## src/rtl/acc_shift_pkg.sv

```systemverilog
package acc_shift_pkg;
  localparam int ACC_W          = 40;
  localparam int WORD_W         = 16;
  localparam int CNT_W          = 6;   // immediate count field width
  localparam int IMM_RIGHT_BASE = 64;  // right count = base - field
endpackage

```

## src/rtl/acc_shift_decode.sv

```systemverilog
module acc_shift_decode
  import acc_shift_pkg::*;
#(
  parameter int WORD_W_P = WORD_W,
  localparam int AMT_W   = WORD_W_P + 1
) (
  input  logic [15:0]         instr_i,
  input  logic [WORD_W_P-1:0] mid0_i,
  input  logic [WORD_W_P-1:0] mid1_i,
  input  logic [WORD_W_P-1:0] axh0_i,
  input  logic [WORD_W_P-1:0] axh1_i,
  output logic                hit_o,
  output logic                dst_o,
  output logic                left_o,
  output logic                arith_o,
  output logic [AMT_W-1:0]    amt_o
);
  function automatic logic [AMT_W-1:0] magnitude(input logic [WORD_W_P-1:0] s);
    logic [AMT_W-1:0] ext;
    ext = {s[WORD_W_P-1], s};
    return s[WORD_W_P-1] ? (~ext + 1'b1) : ext;
  endfunction

  logic [WORD_W_P-1:0] reg_amt;

  always_comb begin
    hit_o   = 1'b0;
    dst_o   = 1'b0;
    left_o  = 1'b0;
    arith_o = 1'b0;
    amt_o   = '0;
    reg_amt = '0;
    if (instr_i[15:9] == 7'b0001010) begin
      hit_o   = 1'b1;
      dst_o   = instr_i[8];
      arith_o = instr_i[7];
      left_o  = ~instr_i[6];
      if (instr_i[6])
        amt_o = AMT_W'(IMM_RIGHT_BASE - int'(instr_i[CNT_W-1:0]));
      else
        amt_o = AMT_W'(instr_i[CNT_W-1:0]);
    end else if (instr_i[15:1] == 15'h0165) begin
      // fixed operands: positive amount means right
      hit_o   = 1'b1;
      arith_o = instr_i[0];
      reg_amt = mid1_i;
      left_o  = reg_amt[WORD_W_P-1];
      amt_o   = magnitude(reg_amt);
    end else if (instr_i[15:12] == 4'b0011 && instr_i[7] && instr_i[11:10] != 2'b00) begin
      // register operands: positive amount means left
      hit_o = 1'b1;
      dst_o = instr_i[8];
      if (instr_i[11:10] == 2'b11) begin
        arith_o = instr_i[9];
        reg_amt = instr_i[8] ? mid0_i : mid1_i;
      end else begin
        arith_o = instr_i[11];
        reg_amt = instr_i[9] ? axh1_i : axh0_i;
      end
      left_o = ~reg_amt[WORD_W_P-1];
      amt_o  = magnitude(reg_amt);
    end else if (instr_i[15:12] == 4'b1111 && !instr_i[11] && !instr_i[9]) begin
      hit_o  = 1'b1;
      dst_o  = instr_i[8];
      left_o = ~instr_i[10];
      amt_o  = AMT_W'(WORD_W_P);
    end else if (instr_i[15:12] == 4'b1001 && instr_i[10:8] == 3'b001) begin
      hit_o   = 1'b1;
      dst_o   = instr_i[11];
      arith_o = 1'b1;
      amt_o   = AMT_W'(WORD_W_P);
    end
  end
endmodule

```

## src/rtl/acc_shift_core.sv

```systemverilog
module acc_shift_core
  import acc_shift_pkg::*;
#(
  parameter int ACC_W_P = ACC_W,
  parameter int AMT_W   = WORD_W + 1,
  localparam int SH_W   = $clog2(ACC_W_P)
) (
  input  logic [ACC_W_P-1:0] val_i,
  input  logic               left_i,
  input  logic               arith_i,
  input  logic [AMT_W-1:0]   amt_i,
  output logic [ACC_W_P-1:0] res_o
);
  logic [SH_W-1:0] sh;
  assign sh = amt_i[SH_W-1:0];

  always_comb begin
    if (amt_i >= AMT_W'(ACC_W_P))
      res_o = (arith_i && !left_i && val_i[ACC_W_P-1]) ? '1 : '0;
    else if (left_i)
      res_o = val_i << sh;
    else if (arith_i)
      res_o = $signed(val_i) >>> sh;
    else
      res_o = val_i >> sh;
  end
endmodule

```

## src/rtl/acc_shift_unit.sv

```systemverilog
module acc_shift_unit
  import acc_shift_pkg::*;
#(
  parameter int ACC_W_P  = ACC_W,
  parameter int WORD_W_P = WORD_W,
  localparam int AMT_W   = WORD_W_P + 1
) (
  input  logic                clk_i,
  input  logic                rst_ni,
  input  logic                valid_i,
  input  logic [15:0]         instr_i,
  input  logic [ACC_W_P-1:0]  acc0_i,
  input  logic [ACC_W_P-1:0]  acc1_i,
  input  logic [WORD_W_P-1:0] axh0_i,
  input  logic [WORD_W_P-1:0] axh1_i,
  output logic                valid_o,
  output logic                dst_o,
  output logic [ACC_W_P-1:0]  res_o,
  output logic                zero_o,
  output logic                sign_o,
  output logic                ovf_o
);
  logic               hit, dst, left, arith;
  logic [AMT_W-1:0]   amt;
  logic [ACC_W_P-1:0] src, shifted;

  acc_shift_decode #(.WORD_W_P(WORD_W_P)) u_dec (
    .instr_i (instr_i),
    .mid0_i  (acc0_i[2*WORD_W_P-1:WORD_W_P]),
    .mid1_i  (acc1_i[2*WORD_W_P-1:WORD_W_P]),
    .axh0_i  (axh0_i),
    .axh1_i  (axh1_i),
    .hit_o   (hit),
    .dst_o   (dst),
    .left_o  (left),
    .arith_o (arith),
    .amt_o   (amt)
  );

  assign src = dst ? acc1_i : acc0_i;

  acc_shift_core #(.ACC_W_P(ACC_W_P), .AMT_W(AMT_W)) u_core (
    .val_i   (src),
    .left_i  (left),
    .arith_i (arith),
    .amt_i   (amt),
    .res_o   (shifted)
  );

  always_ff @(posedge clk_i or negedge rst_ni) begin
    if (!rst_ni) begin
      valid_o <= 1'b0;
      dst_o   <= 1'b0;
      res_o   <= '0;
      zero_o  <= 1'b0;
      sign_o  <= 1'b0;
      ovf_o   <= 1'b0;
    end else begin
      valid_o <= valid_i && hit;
      if (valid_i && hit) begin
        dst_o  <= dst;
        res_o  <= shifted;
        zero_o <= (shifted == '0);
        sign_o <= shifted[ACC_W_P-1];
        ovf_o  <= 1'b0;
      end
    end
  end
endmodule

```

## config.mk

```make
export PLATFORM = sky130hd
export DESIGN_NAME = acc_shift_unit
export DESIGN_NICKNAME = d
export VERILOG_FILES = /design/src/rtl/acc_shift_pkg.sv /design/src/rtl/acc_shift_decode.sv /design/src/rtl/acc_shift_core.sv /design/src/rtl/acc_shift_unit.sv
export SDC_FILE = /design/constraint.sdc
export NUM_CORES = 1
export LEC_CHECK = 0
export BUFFER_PORTS_ARGS = -buffer_cell sky130_fd_sc_hd__buf_4
export CELL_PAD_IN_SITES_DETAIL_PLACEMENT = 1
export CELL_PAD_IN_SITES_GLOBAL_PLACEMENT = 1
export CORE_MARGIN = 4
export CORE_UTILIZATION = 40
export DETAILED_ROUTE_END_ITERATION = 6
export PLACE_DENSITY = 0.85
export SLEW_MARGIN = 30
export SYNTH_ARGS = -nofsm -noshare
export SYNTH_HDL_FRONTEND = slang
export SYNTH_SLANG_ARGS = --single-unit
export TNS_END_PERCENT = 50
```

## constraint.sdc

```tcl
create_clock -name clk_i -period 1.6 [get_ports clk_i]
set_input_delay 0.16 -clock clk_i [delete_from_list [all_inputs] [get_ports clk_i]]
set_output_delay 0.16 -clock clk_i [all_outputs]
set_load 0.02 [all_outputs]
```

==> results of run 1 <==
[through the flow]
stage	cell area (um2)	setup WS (ps)	hold WS, ps	TNS (ps)	utilization
2_1_floorplan	10800	-2110	-136	-71240	-
3_3_place_gp	16100	-2520	163	-93150	0.634
3_5_place_dp	16100	-3110	191	-114120	0.634
[cell families after synthesis]
logic type,after synthesis,synth area share
XOR/XNOR,10,0.00842
other,1,0.000360
flip-flops,43,0.103
AO/OA/AOI/OAI,598,0.414
multiplexers,121,0.128
buffers and inverters,151,0.0830
adder cells (fa/ha/maj),3,0.00361
AND/OR/NAND/NOR,568,0.260
[cell usage after synthesis (13+ instances only)]
cell type  count
a211oi_1      37
a21oi_1       76
a22oi_1       13
a31oi_1       17
and3_1        14
buf_2         42
buf_4         22
buf_6         15
clkbuf_1      55
dfrtp_1       43
mux2_2        14
mux2i_1       96
nand2_1      170
nand3_1       27
nor2_1       183
nor3_1        67
o211ai_1      84
o21ai_0      110
o221ai_1      15
o22a_1        26
o22ai_1       58
o31ai_1       14
o32ai_1       30
==> flow_summary.ini, run 1 <==
[status]
status = aborted with a tool error
stop_stage = clock tree synthesis (4_1_cts)
stop_error = [ERROR DPL-0033] detailed placement checks failed during check placement.

[clock_tree]
ctsLongestPathBuffers = 2
root_buffer = clkbuf_16
numCtsBuffers = 5
ctsHoldBuffers = 1
ctsResizeCount = 393
cts_setup_buffers = 117
htreeDepth = 2
cts.sink_count = 43

[logic_synthesis]
netlist_area_um2 = 10400
synth.avg_cell_area_um2 = 6.96
synth.top_cell.area_share = 0.103
synth.distinct_cells = 108
syn_inst = 1495
ys_ff_latch = 43
synth_edf_count = 0
synth_area_leaders = dfrtp_1, mux2i_1, nor2_1
async_flop_share = 1.00
yosysTopAreaCell = dfrtp_1
yosys_warnings = 0
ys_seq_area_frac = 0.103
synthFlopType = dfrtp_1
synthesis.nets = 1629

[placement]
gp_congestion = 1.28
io_buffers = 174
dp_hpwl_um = 66000
dpl.cell_count = 2422

[floorplan]
ioPinCount = 176
die_x_um = 169
placementRows = 58
die_y_um = 169
start_util = 0.410
==> inputs of run 2 (changes only) <==
Settings changed: CELL_PAD_IN_SITES_DETAIL_PLACEMENT 1 to not set, CELL_PAD_IN_SITES_GLOBAL_PLACEMENT 1 to not set, CORE_UTILIZATION 40 to 25, PLACE_DENSITY 0.85 to not set, PLACE_DENSITY_LB_ADDON set to 0.15.
==> flow_summary.ini, run 2 <==
[layout]
final_layout_size_suffix_gt1_frac = 0.565
post-route-cell-area_um2 = 20400
final_util = 0.498
largest_reg_flops = 40
fill_cells = 4105
final_cell_count_no_fill = 2838
top_register = res_o
final_common_cell = buf_4
nets = 2440
antenna_cells = 0
syn2layout_area_growth_pct = 96.2
final_cell_mix = buf_4, nor2_1, nand2_1

[setup_path]
r2r-start = res_o[0]$_DFFE_PN0P_
r2r_end = res_o[0]$_DFFE_PN0P_
cp_num_buf_inv = 4
required_ps = 1790
cp_slowest_cell = a211oi_4
max_stage_delay_ps = 360
worstSetupPathType = input port to flop
critPathArrivalTime_ps = 4100
reg2reg_depth = 1
path_delay_family = compound AO/OA/AOI/OAI gates
cp-end-kind = flop
rrSetupSlack_ps = 830
critPathLaunchType = input port
crit_fanout = 12
crit_chain = buf_8 > and2_4 > mux2_4 > ha_4 > nand3b_1 > o32ai_2 > a31oi_4 > o221a_4 > buf_12 > buf_4 > buf_4 > a211oi_4 > o311ai_1 > nand4_1 > o311ai_2 > nor4_2 > nand4_1 > o41ai_2

[timing]
finalClockSkew_ps = 0
finalHoldViolCount = 0
fin_ws_ps = -2310
final-setup-viol-count = 43
drv_slew = 0
max_freq_ghz = 0.256
rsz0062_at_grt = true
worst_slew_margin_rel = 0.593
min_period_over_period = 2.44
finalCriticalPeriod_ps = 3910
worst_pin_slew_ps = 608

[detailed_routing]
wl_met2_um = 34100
routed-wl-met3_um = 5560
finalWirelength_um = 75300
wl_per_cell_um = 26.5
final_antenna_net_count = 0
dr.max_layer_used = met4
drt-initial-drc-count = 1580
via_count = 16574
via_per_inst = 5.84
drtPass1Iterations = 6
wl_met1_um = 32800
drc = 0

[logic_synthesis]
synthesis.nets = 1629
yosysTopAreaCell = dfrtp_1
ys_ff_latch = 43
yosys-top-cells-count = nor2_1, nand2_1, o21ai_0
yosys_warnings = 0
syn_inst = 1495
ys_seq_area_frac = 0.103
synth_edf_count = 0
async_flop_share = 1.00
synth.avg_cell_area_um2 = 6.96
synth.distinct_cells = 108
netlist_area_um2 = 10400
synth.top_cell.area_share = 0.103
synthFlopType = dfrtp_1
synth_area_leaders = dfrtp_1, mux2i_1, nor2_1
synth.most_common_cell = nor2_1

[placement]
dpl.cell_count = 2722
io_buffers = 174
gp_congestion = 1.06
post_dp_cell_area_um2 = 17100
post-place-ws_ps = -3070
dp_hpwl_um = 61400

[clock_tree]
cts.sink_count = 43
clk_latency_ps = 290
htreeDepth = 2
numCtsBuffers = 5
ctsLongestPathBuffers = 2
clk_pin_slew_ps = 60
cts_tree = built
root_buffer = clkbuf_16

[pwr]
vdd_drop_max_uv = 500
p_per_area_nw_per_um2 = 472
power.total_mw = 9.64
power.leakage_nw = 8.72

[floorplan]
die-area_um2 = 44900
ioPinCount = 176
placementRows = 74
die_x_um = 212
coreArea_um2 = 41000
die_y_um = 212
start_util = 0.254

[hold_path]
min_path_type = input port to async pin

[global_routing]
grt-ovfl-total = 0
grt_max_degree = 44
grt.total_usage = 0.316
antenna_found_initial = 0
grt_pass1_vias = 16230
grt_pass1_wl_um = 107000

[status]
violations = setup timing
status = finished, violations left

[job]
cap_violations = 0
[run 2: cell counts after synthesis]
No cell type changed its count.
[run 2: cell type report]
cell class                      instances  area (um2)  share of cell area
Clock inverter                          2        37.5             0.00184
Multi-Input combinational cell       1302       10600               0.518
Clock buffer                            5         125             0.00613
Inverter                               11        42.5             0.00208
Tap cell                              532         666              0.0326
Sequential cell                        43        1080              0.0527
Timing Repair Buffer                  943        7890               0.386
[run 2: repair_timing]
action / 4_1_cts / 5_1_grt
buffers inserted: 47 / 66
pin swaps: 67 / 76
endpoints found under the hold margin: 43 / 0
resized for setup: 278 / 175
setup endpoints to repair: 43 / 43
cloned: 0 / 5
hold buffers: 1 / 0
[run 2: metal layers]
metal | GRT usage | up-vias
met4 | 0.0930 | 0
li1 | - | 7479
met1 | 0.443 | 8195
met3 | 0.0452 | 134
met5 | 0 | -
met2 | 0.505 | 766
[run 2: worst max path at each step]
| stage | startpoint | to | slack, ps | cells after the start |
|---|---|---|---|---|
| 3_5_place_dp | instr_i[10] | zero_o$_DFFE_PN0P_ | -3070 | 21 |
| 6_report | instr_i[10] | zero_o$_DFFE_PN0P_ | -2310 | 18 |
| 5_1_grt | instr_i[11] | zero_o$_DFFE_PN0P_ | -2380 | 23 |
| 4_1_cts | instr_i[10] | zero_o$_DFFE_PN0P_ | -2240 | 19 |
| 2_1_floorplan | instr_i[11] | zero_o$_DFFE_PN0P_ | -2110 | 19 |
| 3_3_place_gp | instr_i[10] | zero_o$_DFFE_PN0P_ | -3100 | 20 |
[run 2: kinds of logic (layout without fill, tap and decap cells)]
logic type,Yosys count,after routing,share of synthesized area
AO/OA/AOI/OAI,598,598,0.414
AND/OR/NAND/NOR,568,569,0.260
buffers and inverters,151,961,0.0830
multiplexers,121,121,0.128
flip-flops,43,43,0.103
XOR/XNOR,10,10,0.00842
adder cells (fa/ha/maj),3,3,0.00361
other,1,1,0.000360
[run 2: per-stage QoR]
step,setup TNS [ps],hold WS (ps)
3_3_place_gp,-105960,180
5_1_grt,-85440,462
3_5_place_dp,-105150,193
4_1_cts,-77600,415
6_report,-81180,405
2_1_floorplan,-71240,-136
[run 2: where the power goes]
group          internal [mW]  switching, mW
sequential              1.44          0.212
clock                  0.727          0.430
combinational           3.31           3.52
(Power assumes the default switching activity.)
==> inputs of run 3 (changes only) <==
Settings changed: MAX_ROUTING_LAYER set to met4.
==> flow_summary.ini, run 3 (synthesis gave the netlist of run 2 again) <==
[status]
status = finished, violations left
violations = setup timing

[timing]
finalCriticalPeriod_ps = 4050
final-setup-viol-count = 43
whs_ps = 386
max_freq_ghz = 0.247
worst_slew_margin_rel = 0.558
tns_ps = -81670
finalClockSkew_ps = 0
finalHoldViolCount = 0
rsz0062_at_grt = true
min_period_over_period = 2.53
worst_pin_slew_ps = 652
drv_slew = 0
fin_ws_ps = -2450

[placement]
io_buffers = 174
post-place-ws_ps = -3230
post_dp_cell_area_um2 = 17500
dp_hpwl_um = 63000
gp_congestion = 1.03
dpl.cell_count = 2763

[floorplan]
coreArea_um2 = 41000
die_y_um = 212
placementRows = 74
ioPinCount = 176
die_x_um = 212
die-area_um2 = 44900
start_util = 0.254

[setup_path]
critPathLaunchType = input port
required_ps = 1790
cp-end-kind = flop
critPathArrivalTime_ps = 4240
worstSetupPathType = input port to flop
cp_common_cell = buf_4
max_stage_delay_ps = 370
crit_chain = buf_8 > and2_4 > mux2_4 > ha_4 > nand3b_1 > o32ai_2 > a31oi_4 > o221a_4 > buf_4 > nand2_4 > buf_12 > nor3_1 > o31a_1 > o21ai_2 > buf_4 > a31oi_1 > nor4_2 > nand4_1 > o41ai_2
cp_slowest_cell = o41ai_2
crit_fanout = 8

[global_routing]
grt.total_usage = 0.336
grt-ovfl-total = 0
grt_max_degree = 44
antenna_found_initial = 2
grt_pass1_wl_um = 110000
grt_pass1_vias = 16315

[pwr]
power.share.sequential = 0.170
power_frac_comb = 0.704
power.total_mw = 9.71
switching_power_mw = 4.18
p_clk_frac = 0.127
switching_share = 0.431
p_per_area_nw_per_um2 = 478
intPower_mw = 5.53
power.leakage_nw = 8.71
vdd_drop_max_uv = 658

[clock_tree]
cts.sink_count = 43
numCtsBuffers = 5
root_buffer = clkbuf_16
htreeDepth = 2
clk_latency_ps = 290
clk_pin_slew_ps = 70
ctsLongestPathBuffers = 2
cts_tree = built

[detailed_routing]
wl_per_cell_um = 26.7
via_count = 16398
drc = 0
finalWirelength_um = 76400
via_per_inst = 5.74
drt-initial-drc-count = 1478
final_antenna_net_count = 0
drtPass1Iterations = 5

[job]
cap_violations = 0

[layout]
final_util = 0.495
final_cell_mix = buf_4, nor2_1, nand2_1
fill_cells = 4091
top_register = res_o
final_layout_size_suffix_gt1_frac = 0.560
post-route-cell-area_um2 = 20300
final_cell_count_no_fill = 2855
largest_reg_flops = 40
syn2layout_area_growth_pct = 95.2
nets = 2454
final_common_cell = buf_4

[hold_path]
min_path_type = input port to flop
==> run 3: area by class of cell <==
class | count | area, um2 | share of cell area
well taps | 532 | 666 | 0.0328
multi-input cells | 1302 | 10400 | 0.512
clock buffers | 6 | 139 | 0.00684
repair buffers | 957 | 7950 | 0.391
clock inverters | 2 | 35.0 | 0.00173
flip-flops and latches | 43 | 1080 | 0.0530
inverters | 11 | 46.3 | 0.00228
diodes | 2 | 5.00 | 0.000246
==> run 3: what timing repair did <==
action	4_1_cts	5_1_grt
cloned	4	1
hold endpoints to repair	43	0
setup buffers	37	41
endpoints found under the setup margin	43	43
hold buffers	1	0
pin swaps	31	62
gates resized for setup	238	160
==> run 3: metal layers <==
layer	GRT usage	share of wire
met5	-	0
met3	0.0435	0.066
met4	0.0742	0.032
met1	0.456	0.44
met2	0.537	0.46
==> run 3: worst paths after layout <==
kind / startpoint / endpoint / slack [ps] / cells after the start
hold / removal: valid_i / valid_o$_DFF_PN0_ / 390 / 5
setup / recovery: instr_i[10] / zero_o$_DFFE_PN0P_ / -2450 / 19
hold reg to reg: res_o[20]$_DFFE_PN0P_ / res_o[20]$_DFFE_PN0P_ / 490 / 2
setup reg to reg: res_o[0]$_DFFE_PN0P_ / res_o[0]$_DFFE_PN0P_ / 860 / 1
min in group asynchronous: rst_ni / res_o[25]$_DFFE_PN0P_ / 410 / 2
max in group asynchronous: rst_ni / dst_o$_DFFE_PN0P_ / 790 / 2
==> run 3: worst max-delay path, delay by kind of cell <==
family / cells / cell delay (ps)
AOI/OAI and AO/OA: 7 / 1730
adders and majority gates: 1 / 180
buffers and inverters: 4 / 570
muxes: 1 / 320
and+or+nand+nor: 6 / 1250
==> run 3: power groups by stage <==
stage | sequential [mW] | combinational, mW | clock (mW)
6_report | 1.65 | 6.83 | 1.23
3_3_place_gp | 1.65 | 6.01 | 0
2_1_floorplan | 2.08 | 2.11 | 0
3_5_place_dp | 1.67 | 5.98 | 0
4_1_cts | 1.65 | 6.45 | 1.26
5_1_grt | 1.69 | 7.14 | 1.33
